`config.mk`:
```
export PLATFORM = sky130hd
export DESIGN_NAME = sadc_serial_out
export DESIGN_NICKNAME = d
export VERILOG_FILES = /design/src/rtl/sadc_pkg.sv /design/src/rtl/sadc_capture.sv /design/src/rtl/sadc_out_shift.sv /design/src/rtl/sadc_sync_gen.sv /design/src/rtl/sadc_serial_out.sv
export SDC_FILE = /design/constraint.sdc
export NUM_CORES = 1
export LEC_CHECK = 0
export ABC_AREA = 1
export ABC_CLOCK_PERIOD_IN_PS = 940
export CAP_MARGIN = 40
export CORE_MARGIN = 4
export CORE_UTILIZATION = 62
export CTS_CLUSTER_DIAMETER = 30
export CTS_CLUSTER_SIZE = 8
export DETAILED_ROUTE_END_ITERATION = 6
export DONT_BUFFER_PORTS = 1
export PLACE_DENSITY = 0.84
export SYNTH_ARGS = -nofsm -noshare
export SYNTH_HDL_FRONTEND = slang
export SYNTH_SLANG_ARGS = --single-unit
```
`constraint.sdc`:
```
create_clock -name clk -period 0.94 [get_ports clk]
set_input_delay 0.141 -clock clk [delete_from_list [all_inputs] [get_ports clk]]
set_output_delay 0.141 -clock clk [all_outputs]
set_load 0.01 [all_outputs]
```
`src/rtl/sadc_pkg.sv`:
```
package sadc_pkg;

    // default result width and channel count of the output stage
    localparam int unsigned SADC_WORD_W = 18;
    localparam int unsigned SADC_NCH    = 2;

    // operation applied to an output shift register at a bit-clock edge
    typedef enum logic {
        SH_SHIFT = 1'b0,
        SH_LOAD  = 1'b1
    } sh_op_e;

    // one result bit offered by the converter
    typedef struct packed {
        logic vld;
        logic val;
    } sar_beat_t;

    // a load strobe always wins over shifting
    function automatic sh_op_e pick_op(input logic ld);
        return ld ? SH_LOAD : SH_SHIFT;
    endfunction

endpackage

```
`src/rtl/sadc_capture.sv`:
```
module sadc_capture
    import sadc_pkg::*;
#(
    parameter int unsigned W = SADC_WORD_W
) (
    input  logic         clk,
    input  logic         rst,
    input  sar_beat_t    beat,
    input  logic         convert,
    output logic [W-1:0] latch_q
);

    logic [W-1:0] in_q;

    // input shift register: collects result bits MSB first
    always_ff @(posedge clk) begin
        if (rst) begin
            in_q <= '0;
        end else if (beat.vld) begin
            in_q <= {in_q[W-2:0], beat.val};
        end
    end

    // holding latch: taken only on a convert command
    always_ff @(posedge clk) begin
        if (rst) begin
            latch_q <= '0;
        end else if (convert) begin
            latch_q <= in_q;
        end
    end


    latch_take_chk: assert property (@(posedge clk) disable iff (rst)
        convert |=> latch_q == $past(in_q));


    latch_hold_chk: assert property (@(posedge clk) disable iff (rst)
        !convert |=> $stable(latch_q));

endmodule

```
`src/rtl/sadc_out_shift.sv`:
```
module sadc_out_shift
    import sadc_pkg::*;
#(
    parameter int unsigned W = SADC_WORD_W
) (
    input  logic         clk,
    input  logic         rst,
    input  sh_op_e       op,
    input  logic [W-1:0] par_d,
    input  logic         tag,
    output logic         sdata
);

    logic [W-1:0] sh_q;

    always_ff @(posedge clk) begin
        if (rst) begin
            sh_q <= '0;
        end else begin
            unique case (op)
                SH_LOAD:  sh_q <= par_d;
                default:  sh_q <= {sh_q[W-2:0], tag};
            endcase
        end
    end

    assign sdata = sh_q[W-1];

endmodule

```
`src/rtl/sadc_sync_gen.sv`:
```
module sadc_sync_gen (
    input  logic clk,
    input  logic rst,
    input  logic load,
    output logic sync
);

    always_ff @(posedge clk) begin
        if (rst) begin
            sync <= 1'b0;
        end else begin
            sync <= load;
        end
    end

endmodule

```
`src/rtl/sadc_serial_out.sv`:
```
module sadc_serial_out
    import sadc_pkg::*;
#(
    parameter int unsigned W   = SADC_WORD_W,
    parameter int unsigned NCH = SADC_NCH
) (
    input  logic           clk,
    input  logic           rst,
    input  logic [NCH-1:0] sar_vld,
    input  logic [NCH-1:0] sar_bit,
    input  logic           convert,
    input  logic           load,
    input  logic [NCH-1:0] tag_in,
    output logic [NCH-1:0] sdata,
    output logic           sync
);

    logic [NCH-1:0][W-1:0] latch_q;
    sh_op_e                op;

    assign op = pick_op(load);

    sadc_sync_gen u_sync (
        .clk  (clk),
        .rst  (rst),
        .load (load),
        .sync (sync)
    );

    for (genvar c = 0; c < NCH; c++) begin : g_ch
        sar_beat_t beat;
        assign beat.vld = sar_vld[c];
        assign beat.val = sar_bit[c];

        sadc_capture #(.W(W)) u_cap (
            .clk     (clk),
            .rst     (rst),
            .beat    (beat),
            .convert (convert),
            .latch_q (latch_q[c])
        );

        sadc_out_shift #(.W(W)) u_osr (
            .clk   (clk),
            .rst   (rst),
            .op    (op),
            .par_d (latch_q[c]),
            .tag   (tag_in[c]),
            .sdata (sdata[c])
        );


        load_msb_chk: assert property (@(posedge clk) disable iff (rst)
            load |=> sdata[c] == $past(latch_q[c][W-1]));
    end


    sync_on_load_chk: assert property (@(posedge clk) disable iff (rst)
        load |=> sync);


    sync_quiet_chk: assert property (@(posedge clk) disable iff (rst)
        !load |=> !sync);

endmodule

```
; Word-level counts from Yosys, hierarchy flattened
; Index checks and enable logic that the tools add are counted.
[word_totals]
ff_bits = 109
out_inout_bits = 3
word_cells = 10
[op_classes]
n_mux = 3
[ops]
columns = cell, count
row1 = 18-bit 2-to-1 mux, 2
row2 = 1-bit 2-to-1 mux, 1

; Logic depth before layout (Yosys ltp)
; Gate-level depths: netlist of the first run.
[logic_depth]
word_depth = 2
mapped_depth = 5
ltp_nobuf = 4

; Modules after synthesis
; Synthesis of the first run repeated with hierarchy kept, for this count alone.
[unflattened]
cells_unflattened = 653
area_unflattened_um2 = 4491.8
[modules_own_cells]
columns = module, instances, cells_each, area_each_um2
row1 = sadc_capture, 2, 211, 1471.4
row2 = sadc_out_shift, 2, 114, 759.5
row3 = sadc_sync_gen, 1, 3, 30.0

; Worst setup path after synthesis of the first run
; OpenSTA, ideal clock, no wires.
[synth_timing]
path_kind = input port to flip-flop
startpoint = input sar_vld[0]
endpoint = register g_ch[0].u_cap.in_q[3]
setup_ps = 114
arrival_ps = 630
setup_slack_ps = 196
cell_stages = 5
path_buffers = 2
path_cell_list = buf_2 buf_2 nand2_1 nand2_2 nor2_2
[synth_rtl]
columns = element, line
row1 = "start, declared", sadc_serial_out.sv:9  ; input logic [NCH-1:0] sar_vld,
row2 = "end signal, assigned", sadc_capture.sv:20  ; in_q <= {in_q[W-2:0], beat.val};
row3 = "end, declared", sadc_capture.sv:13  ; logic [W-1:0] in_q;

; Worst setup path after layout of the first run
[layout_timing]
startpoint = register g_ch[1].u_osr.sh_q[17]
endpoint = output sdata[1]
[layout_rtl]
columns = element, line
row1 = "start, declared", sadc_out_shift.sv:14  ; logic [W-1:0] sh_q;
row2 = "start signal, assigned", sadc_out_shift.sv:21  ; SH_LOAD: sh_q <= par_d;
row3 = "start signal, assigned", sadc_out_shift.sv:22  ; default: sh_q <= {sh_q[W-2:0], tag};
row4 = "end, declared", sadc_serial_out.sv:14  ; output logic [NCH-1:0] sdata,
; No word-level cell between the ends.

==> impl_results.md, run 1 <==
* Status: finished, violations left
* Failing checks: negative hold slack
* Syn Nets at 665
* Yosys warnings at 0
* # diodes at 0
* Grt ovf at 0
* Reg clk slew, reported paths at 0.09 ns
* Synth Area per Inst at 6.68 µm²
* Top-count cell post-synth: nor2_1
* Routability cong. at 0.742
* Minimum clock period after layout at 0.871 ns
* Max FO, Critical Path at 1
* Die area at 8470 µm²
* ANT nets after route at 0
* CP startpoint kind: register
* Cts hold-fix bufs at 3
* Hold Vio Cnt, Final at 108
* Worst Tran Pin Value at 0.216 ns
* Max-cap violations at 0
* Fmax at 1150 MHz
* DRT iter0 DRCs at 168
* Setup TNS at 0 ns
* H-tree depth at 3
* Clk Latency, worst-skew pair at 0.36 ns
* Nets@finish at 645
* Post-cts sizing count at 0
* Kind of end point of the critical path: primary output
* Clock buffer depth at 2
* Post-CTS Setup Inserts at 0
* Syn-to-layout area delta at 3.69%
* Final Skew at 0.00773 ns
* Dpl cells at 717
* Total Wirelength at 6870 µm
* Synth cell count leaders: 207 x nor2_1, 206 x nand2_1, 109 x dfxtp_1
* Vias at 3308
* Input/output buffers at 0
* Initial Utilization at 64.1%
* Vias in the first global route at 2960
* Worst VDD drop at 836 µV
* Largest net degree at the start of global routing at 74
* Die H at 92.0 µm
* GRT Total Usage at 17.6%
* Core area at 6830 µm²
* I/O pins at 13
* CP startpoint: g_ch[1].u_osr.sh_q[17]
* Final setup fails at 0
* Area share of the largest cell type after synthesis at 49.9%
* Drt via density at 4.49
* RSZ-0062 raised after global routing: no
* Worst path arrival time at 0.73 ns
* CTS tree: yes
* Leakage at 2.28 nW
* DRC viols at 0
* Register bit total from synthesis at 109
* Hold Path Origin: sar_vld[1]
* HP Class: primary input to register
* Headroom to the max-slew limit at 85.6%
* Layout cells sized above 1 at 5.78%
* Mapped Cells at 655
* Ranking of synthesized cells by area: dfxtp_1 50%, nor2_1 18%, nand2_1 18%
* Async SR Flop Fraction at 0%
* Pre-Repair DR Iteration Count at 4
* Sequential element share of the synthesized area at 49.9%
* FILL cells at 608
* Min Hold Slack at -0.0841 ns
* Slew Viols, Final at 0
* Antenna violations before repair at 0
* Rows at 30
* Post-synth top flop: dfxtp_1
* Path type of the worst setup path: register to primary output
* Final Cycle Share at 92.7%
* Num CTS Buffers at 9
* Area leader, netlist: dfxtp_1
* Worst r2r src: g_ch[0].u_cap.in_q[16]
* Netlist Area Pre-Place at 4380 µm²
* P per Cell Area at 1870 nW/µm²
* EDFF count, synth at 0
* Unique masters post-synth at 10
* Worst EP required at 0.80 ns
* Root Driver: clkbuf_8
* Wire per inst at 9.34 µm
* DP HPWL at 3950 µm
* Non-Filler Instances at 736
* Clock Sinks at 109
* First-pass GRT wire length at 12300 µm
* Die W at 92.0 µm
final timing paths:
kind	end	slack, ns	depth (start not counted)
worst min-delay path	g_ch[1].u_cap.in_q[7]	-0.08	2
worst max register to register	g_ch[0].u_cap.latch_q[16]	0.27	4
worst min register to register	g_ch[1].u_osr.sh_q[16]	0.46	2
worst max-delay path	sdata[1]	0.07	0
sequential cells by signal (all words and copies together), names as in the netlist:
signal	flops
g_ch.u_osr.sh_q	36
u_sync.sync	1
g_ch.u_cap.in_q	36
g_ch.u_cap.latch_q	36
cells by family (layout without fill, tap and decap cells):
family	after synthesis	after routing	synth area share, %
buf+inv	113	98	11.9
flops	109	109	49.9
simple gates	433	433	38.3
stage by stage:
stage                     power [mW]  hold WS, ns  util (%)  setup WS (ns)  instance area (µm²)
after global routing            8.98       -0.110      66.4         0.0330                 4540
after floorplan                 5.94        0.212         -          0.196                 4380
after CTS                       8.60      -0.0953      66.4         0.0598                 4540
after global placement          5.88        0.213      63.3          0.225                 4320
final                           8.51      -0.0841      66.4         0.0689                 4540
after detailed placement        5.93        0.217      63.3          0.192                 4320
cell usage in the layout (no fill, tap or decap), drive strengths merged:
master         n
buf            3
bufinv         1
clkinv         4
dlygate4sd3    3
inv           75
dfxtp        109
nand2        216
nor2         217
clkbuf        12
power by group:
part / switching, mW / internal, mW / leakage, nW
Clock: 1.44 / 1.23 / 0.0943
Sequential: 0.123 / 4.91 / 0.902
Combinational: 0.457 / 0.338 / 1.28
Total: 2.02 / 6.48 / 2.28
final cells by class:
| class | count | area, µm² | area share (%) |
|---|---|---|---|
| repair buffers | 6 | 90.1 | 1.99 |
| flip-flops and latches | 109 | 2180 | 48.1 |
| clock buffers | 12 | 135 | 2.98 |
| inverters | 76 | 287 | 6.31 |
| clock inverters | 4 | 48.8 | 1.08 |
| multi-input cells | 433 | 1680 | 36.9 |
| well taps | 96 | 120 | 2.65 |
per-layer routing:
| metal | global-route usage [%] | wire length (µm) | vias up |
|---|---|---|---|
| li1 | - | - | 1824 |
| met1 | 20.7 | 3410 | 1436 |
| met2 | 30.2 | 3110 | 33 |
| met3 | 4.51 | 200 | 15 |
| met4 | 7.80 | 148 | 0 |
| met5 | 0 | 0 | - |
worst register-to-register path, cell delays in order (launching register included):
cell and delay, ns:
dfxtp_1 0.35, inv_1 0.06, nand2_1 0.06, nand2_1 0.05
nor2_1 0.09
No activity file was read; power rests on OpenSTA's default activity.
==> inputs of run 2 (changes only) <==
--- a/config.mk
+++ b/config.mk
@@ -15,6 +15,7 @@
 export DETAILED_ROUTE_END_ITERATION = 6
 export DONT_BUFFER_PORTS = 1
 export PLACE_DENSITY = 0.84
+export REMOVE_ABC_BUFFERS = 1
 export SYNTH_ARGS = -nofsm -noshare
 export SYNTH_HDL_FRONTEND = slang
 export SYNTH_SLANG_ARGS = --single-unit
==> run 2 against run 1 <==
The run still ends with negative hold slack left. Sequential power is essentially flat. Worst hold slack lost 0.0059 ns. Die area did not move. Global-route usage decreased by 0.44 points. Core utilization rose by 1.0 points. Clock power increased by 19%. Clock-buffer cell count is the same. Via count grew 1.4%.
==> impl_results.md, run 2 (synthesized netlist as in run 1, its figures left out) <==
* Cts hold-fix bufs at 4 (+1)
* WL met2 at 3300 µm (+6.1%)
* CP startpoint kind: register
* Leakage at 2.31 nW (+1.3%)
* Die H at 92.0 µm (unchanged)
* Biggest regs: g_ch.u_cap.in_q x36, g_ch.u_cap.latch_q x36, g_ch.u_osr.sh_q x36
* Fmax at 1140 MHz (-0.61%)
* DRT iter0 DRCs at 118 (-30%)
* Headroom to the max-slew limit at 86.1% (+0.51 points)
* Clock Sinks at 109 (unchanged)
* Vias in the first global route at 2937 (-0.78%)
* RSZ-0062 raised after global routing: no
* Core area at 6830 µm² (unchanged)
* Max FO, Critical Path at 1 (unchanged)
* Setup TNS at 0 ns (unchanged)
* Most frequent cells in the layout: 207 x nor2_1, 206 x nand2_1, 109 x dfxtp_1
* Top Metal Used: met4
* Clk Latency, worst-skew pair at 0.36 ns (about the same)
* Clock buffer depth at 2 (unchanged)
* Met3 wire length at 169 µm (-16%)
* Post-Route Utilization at 67.4% (+1.0 points)
* Largest net degree at the start of global routing at 74 (unchanged)
* Die W at 92.0 µm (unchanged)
* Initial Utilization at 64.1% (unchanged)
* Syn-to-layout area delta at 5.26%
* Drt via density at 4.55 (+1.1%)
* First-pass GRT wire length at 12000 µm (-1.9%)
* Sequential Area at 2180 µm² (unchanged)
* Final Skew at 0.00777 ns (+0.0000369 ns)
* Hold Vio Cnt, Final at 107 (-0.93%)
* Minimum clock period after layout at 0.876 ns (+0.00531 ns)
* Status: finished, violations left
* Nets@finish at 647 (+0.31%)
* Final setup fails at 0 (unchanged)
* Vias at 3355 (+1.4%)
* Input/output buffers at 0 (unchanged)
* Post-CTS Setup Inserts at 0 (unchanged)
* I/O pins at 13 (unchanged)
* CTS tree: yes
* Antenna violations before repair at 0 (unchanged)
* H-tree depth at 3 (unchanged)
* ANT nets after route at 0 (unchanged)
* P per Cell Area at 1960 nW/µm² (+4.4%)
* Pre-Repair DR Iteration Count at 4 (unchanged)
* Kind of end point of the critical path: primary output
* Final Cycle Share at 93.2% (+0.56 points)
* Die area at 8470 µm² (unchanged)
* Wire per inst at 9.33 µm (about the same)
* Root Driver: clkbuf_8
* Layout cells sized above 1 at 6.07% (+0.29 points)
* Post-cts sizing count at 0 (unchanged)
* FILL cells at 607 (-0.16%)
* Num CTS Buffers at 9 (unchanged)
* Metal-1 WL at 3270 µm (-4.2%)
* Routability cong. at 0.701 (-5.6%)
* Min Hold Slack at -0.0900 ns (-0.00589 ns)
* Total Wirelength at 6890 µm (+0.20%)
* Commonest non-fill, non-tap cell in the layout: nor2_1
* Reg clk slew, reported paths at 0.10 ns (about the same)
* Worst EP required at 0.80 ns (about the same)
* GRT Total Usage at 17.2% (-0.44 points)
* Multi-input gate area at 1680 µm² (unchanged)
* Rows at 30 (unchanged)
* Worst Tran Pin Value at 0.209 ns (-0.00764 ns)
* Slew Viols, Final at 0 (unchanged)
* Failing checks: negative hold slack
* Path type of the worst setup path: register to primary output
* Worst VDD drop at 981 µV (+17%)
* Max-cap violations at 0 (unchanged)
* Grt ovf at 0 (unchanged)
* Worst path arrival time at 0.74 ns (about the same)
* DP HPWL at 3800 µm (-4.0%)
* DRC viols at 0 (unchanged)
* HP Class: primary input to register
* # diodes at 0 (unchanged)
==> run 2: cell types whose count changed in the layout (fill, tap and decap cells not counted), moves of 2 or more <==
cell           delta
clkbuf_8          +2
clkbuf_1          -2
clkinv_2          -2
inv_6             +2
dlygate4sd3_1     +2
==> run 2: per-stage QoR <==
step	hold WS, ns	std cells	worst slack (ns)	cell area, µm²	total power, mW
2_1_floorplan	0.212	618	-0.363	4140	5.77
3_3_place_gp	0.214	717	0.237	4320	5.87
3_5_place_dp	0.216	717	0.201	4320	5.92
4_1_cts	-0.104	737	0.0411	4600	9.12
5_1_grt	-0.0983	738	0.0301	4610	9.46
6_report	-0.0900	738	0.0636	4610	9.02
==> run 2: cell type report <==
type	instances	area share (%)
Clock buffer	12	3.37
Clock inverter	4	1.68
Inverter	76	6.22
Multi-Input combinational cell	433	36.4
Sequential cell	109	47.4
Tap cell	96	2.61
Timing Repair Buffer	8	2.39
==> run 2: worst paths after layout <==
path	startpoint	endpoint	slack [ns]	cells past startpoint
worst max-delay path	g_ch[0].u_osr.sh_q[17]	sdata[0]	0.06	0
worst min-delay path	sar_vld[0]	g_ch[0].u_cap.in_q[14]	-0.09	2
worst max register to register	g_ch[0].u_cap.in_q[5]	g_ch[0].u_cap.in_q[6]	0.26	4
worst min register to register	g_ch[0].u_osr.sh_q[4]	g_ch[0].u_osr.sh_q[5]	0.46	2
==> run 2: per-layer routing <==
metal / vias up / global-route usage (%)
met5: - / 0
met4: 0 / 7.92
met3: 14 / 3.53
met2: 28 / 30.4
met1: 1487 / 19.9
li1: 1826 / -
==> run 2: where the power goes <==
group          total (mW)  leakage, nW  switching [mW]  internal (mW)
registers            5.04        0.902           0.124           4.91
logic               0.799         1.29           0.456          0.342
clock network        3.18        0.118            1.52           1.67
total                9.02         2.31            2.10           6.92
==> inputs of run 3 (changes only) <==
==> constraint.sdc (replaced) <==
create_clock -name clk -period 0.94 [get_ports clk]
set_input_delay 0.141 -clock clk [delete_from_list [all_inputs] [get_ports clk]]
set_output_delay 0.141 -clock clk [all_outputs]
set_load 0.1 [all_outputs]
==> run 3 against run 2 <==
Combinational power is 11% higher. Total power is 4.3% lower. Core utilization is 0.57 points higher. Sequential share of layout area is 0.31 points lower. Clock skew hardly changed. The flow finishes with violations (negative hold slack, negative setup slack). First-iteration DRC count is 36% higher. Global-route usage is 0.11 points higher.
==> impl_results.md, run 3 (synthesized netlist as in run 1, its figures left out) <==
* Status: finished, violations left
* Failing checks: negative hold slack, negative setup slack
* Final setup fails at 3 (+3)
* Grt ovf at 0 (unchanged)
* Non-Filler Instances at 742 (+0.54%)
* Drt via density at 4.54 (about the same)
* Placed cell areas at 4380 µm² (+1.4%)
* Post-CTS Setup Inserts at 0 (unchanged)
* DRT iter0 DRCs at 161 (+36%)
* Worst VDD drop at 939 µV (-4.2%)
* Final Skew at 0.00797 ns (+0.000204 ns)
* Layout cells sized above 1 at 6.97% (+0.89 points)
* Worst Tran Pin Value at 0.207 ns (-0.00168 ns)
* Num CTS Buffers at 9 (unchanged)
* Die H at 92.0 µm (unchanged)
* Worst EP required at 0.80 ns (about the same)
* First-pass GRT wire length at 12100 µm (+0.69%)
* Pre-Repair DR Iteration Count at 5 (+1)
* Leakage at 2.31 nW (+0.30%)
* Die W at 92.0 µm (unchanged)
* Buf+Inv Stages, Crit Path at 1
* Nets@finish at 651 (+0.62%)
* Vias in the first global route at 3001 (+2.2%)
* I/O pins at 13 (unchanged)
* Setup TNS at -0.221 ns (-0.221 ns)
* Slew Viols, Final at 0 (unchanged)
* Hold Vio Cnt, Final at 108 (+0.93%)
* Routability cong. at 0.713 (+1.7%)
* CP max-delay cell: dfxtp_2
* RSZ-0062 raised after global routing: yes
* P per Cell Area at 1860 nW/µm² (-5.1%)
* # diodes at 0 (unchanged)
* Min Hold Slack at -0.0833 ns (+0.00670 ns)
* Reg clk slew, reported paths at 0.09 ns (about the same)
* DP HPWL at 3780 µm (-0.52%)
* Vias at 3370 (+0.45%)
* Antenna violations before repair at 0 (unchanged)
* Final Cycle Share at 108% (+15 points)
* Die area at 8470 µm² (unchanged)
* Wire per inst at 9.08 µm (-2.6%)
* CP delay by family, top: flip-flops
* Biggest regs: g_ch.u_cap.in_q x36, g_ch.u_cap.latch_q x36, g_ch.u_osr.sh_q x36
* Cell Chain, Critical Path: buf_12
* Most frequent cells in the layout: 207 x nor2_1, 206 x nand2_1, 106 x dfxtp_1
* CTS tree: yes
* Syn-to-layout area delta at 6.15%
* Fmax at 983 MHz (-14%)
* HP Class: primary input to register
* Total Wirelength at 6740 µm (-2.1%)
* Fin worst setup slack at -0.0775 ns (-0.141 ns)
* Largest net degree at the start of global routing at 74 (unchanged)
* Clock Sinks at 109 (unchanged)
* CP peak stage delay at 0.35 ns
* CP startpoint kind: register
* Rows at 30 (unchanged)
* Clock buffer depth at 2 (unchanged)
* Kind of end point of the critical path: primary output
* Input/output buffers at 0 (unchanged)
* Core area at 6830 µm² (unchanged)
* Final instance area at 4650 µm² (+0.84%)
* Path type of the worst setup path: register to primary output
* ANT nets after route at 0 (unchanged)
* Commonest non-fill, non-tap cell in the layout: nor2_1
* Max-cap violations at 0 (unchanged)
* DRC viols at 0 (unchanged)
* Worst path arrival time at 0.88 ns (+0.14 ns)
* Dpl cells at 720 (+0.42%)
* Headroom to the max-slew limit at 86.2% (+0.11 points)
* Initial Utilization at 64.1% (unchanged)
* Max FO, Critical Path at 1 (unchanged)
* H-tree depth at 3 (unchanged)
* Root Driver: clkbuf_8
* Minimum clock period after layout at 1.02 ns (+0.141 ns)
* Clk Latency, worst-skew pair at 0.36 ns (about the same)
* GRT Total Usage at 17.3% (+0.11 points)
run 3: changes by cell type in the layout (fill, tap and decap cells not counted), sizes merged:
cell / change
buf: +3
bufinv: -2
clkbuf: +2
clkinvlp: +2
dlygate4sd3: +1
inv: -2
run 3: cell type report:
class                   count  area (µm²)
repair buffers             12         180
inverters                  76         287
flip-flops and latches    109        2190
multi-input cells         433        1680
clock buffers              14         183
well taps                  96         120
clock inverters             2        15.0
fillers                   603        2190
run 3: path summary, 6_finish.rpt:
path	start	to	slack (ns)	cells after the start
worst min-delay path	sar_vld[1]	g_ch[1].u_cap.in_q[0]	-0.08	2
worst max register to register	g_ch[0].u_cap.in_q[3]	g_ch[0].u_cap.latch_q[3]	0.26	4
worst max-delay path	g_ch[1].u_osr.sh_q[17]	sdata[1]	-0.08	1
worst min register to register	g_ch[1].u_osr.sh_q[8]	g_ch[1].u_osr.sh_q[9]	0.45	2
run 3: per-layer routing:
metal / global-route usage [%] / up-vias / share of wire, %
met4: 9.16 / 0 / 2.3
met3: 2.87 / 12 / 2.6
met1: 20.2 / 1493 / 45
li1: - / 1834 / -
met2: 30.2 / 31 / 50
met5: 0 / - / 0
run 3: report_power, final:
part / internal (mW) / switching [mW]
clock network: 1.26 / 1.45
logic: 0.374 / 0.509
registers: 4.91 / 0.124
run 3: repair_timing:
item	4_1_cts	5_1_grt
endpoints found under the hold margin	109	108
gates resized for setup	3	0
setup endpoints to repair	3	3
gates cloned	0	0
hold buffers	4	2
run 3: per-stage QoR:
step / power (mW) / setup WS, ns / util (%)
2_1_floorplan: 5.82 / -0.363 / -
3_3_place_gp: 5.96 / 0.244 / 64.2
3_5_place_dp: 6.01 / 0.224 / 64.2
4_1_cts: 8.72 / -0.0997 / 67.7
5_1_grt: 9.10 / -0.114 / 68.0
6_report: 8.63 / -0.0775 / 68.0
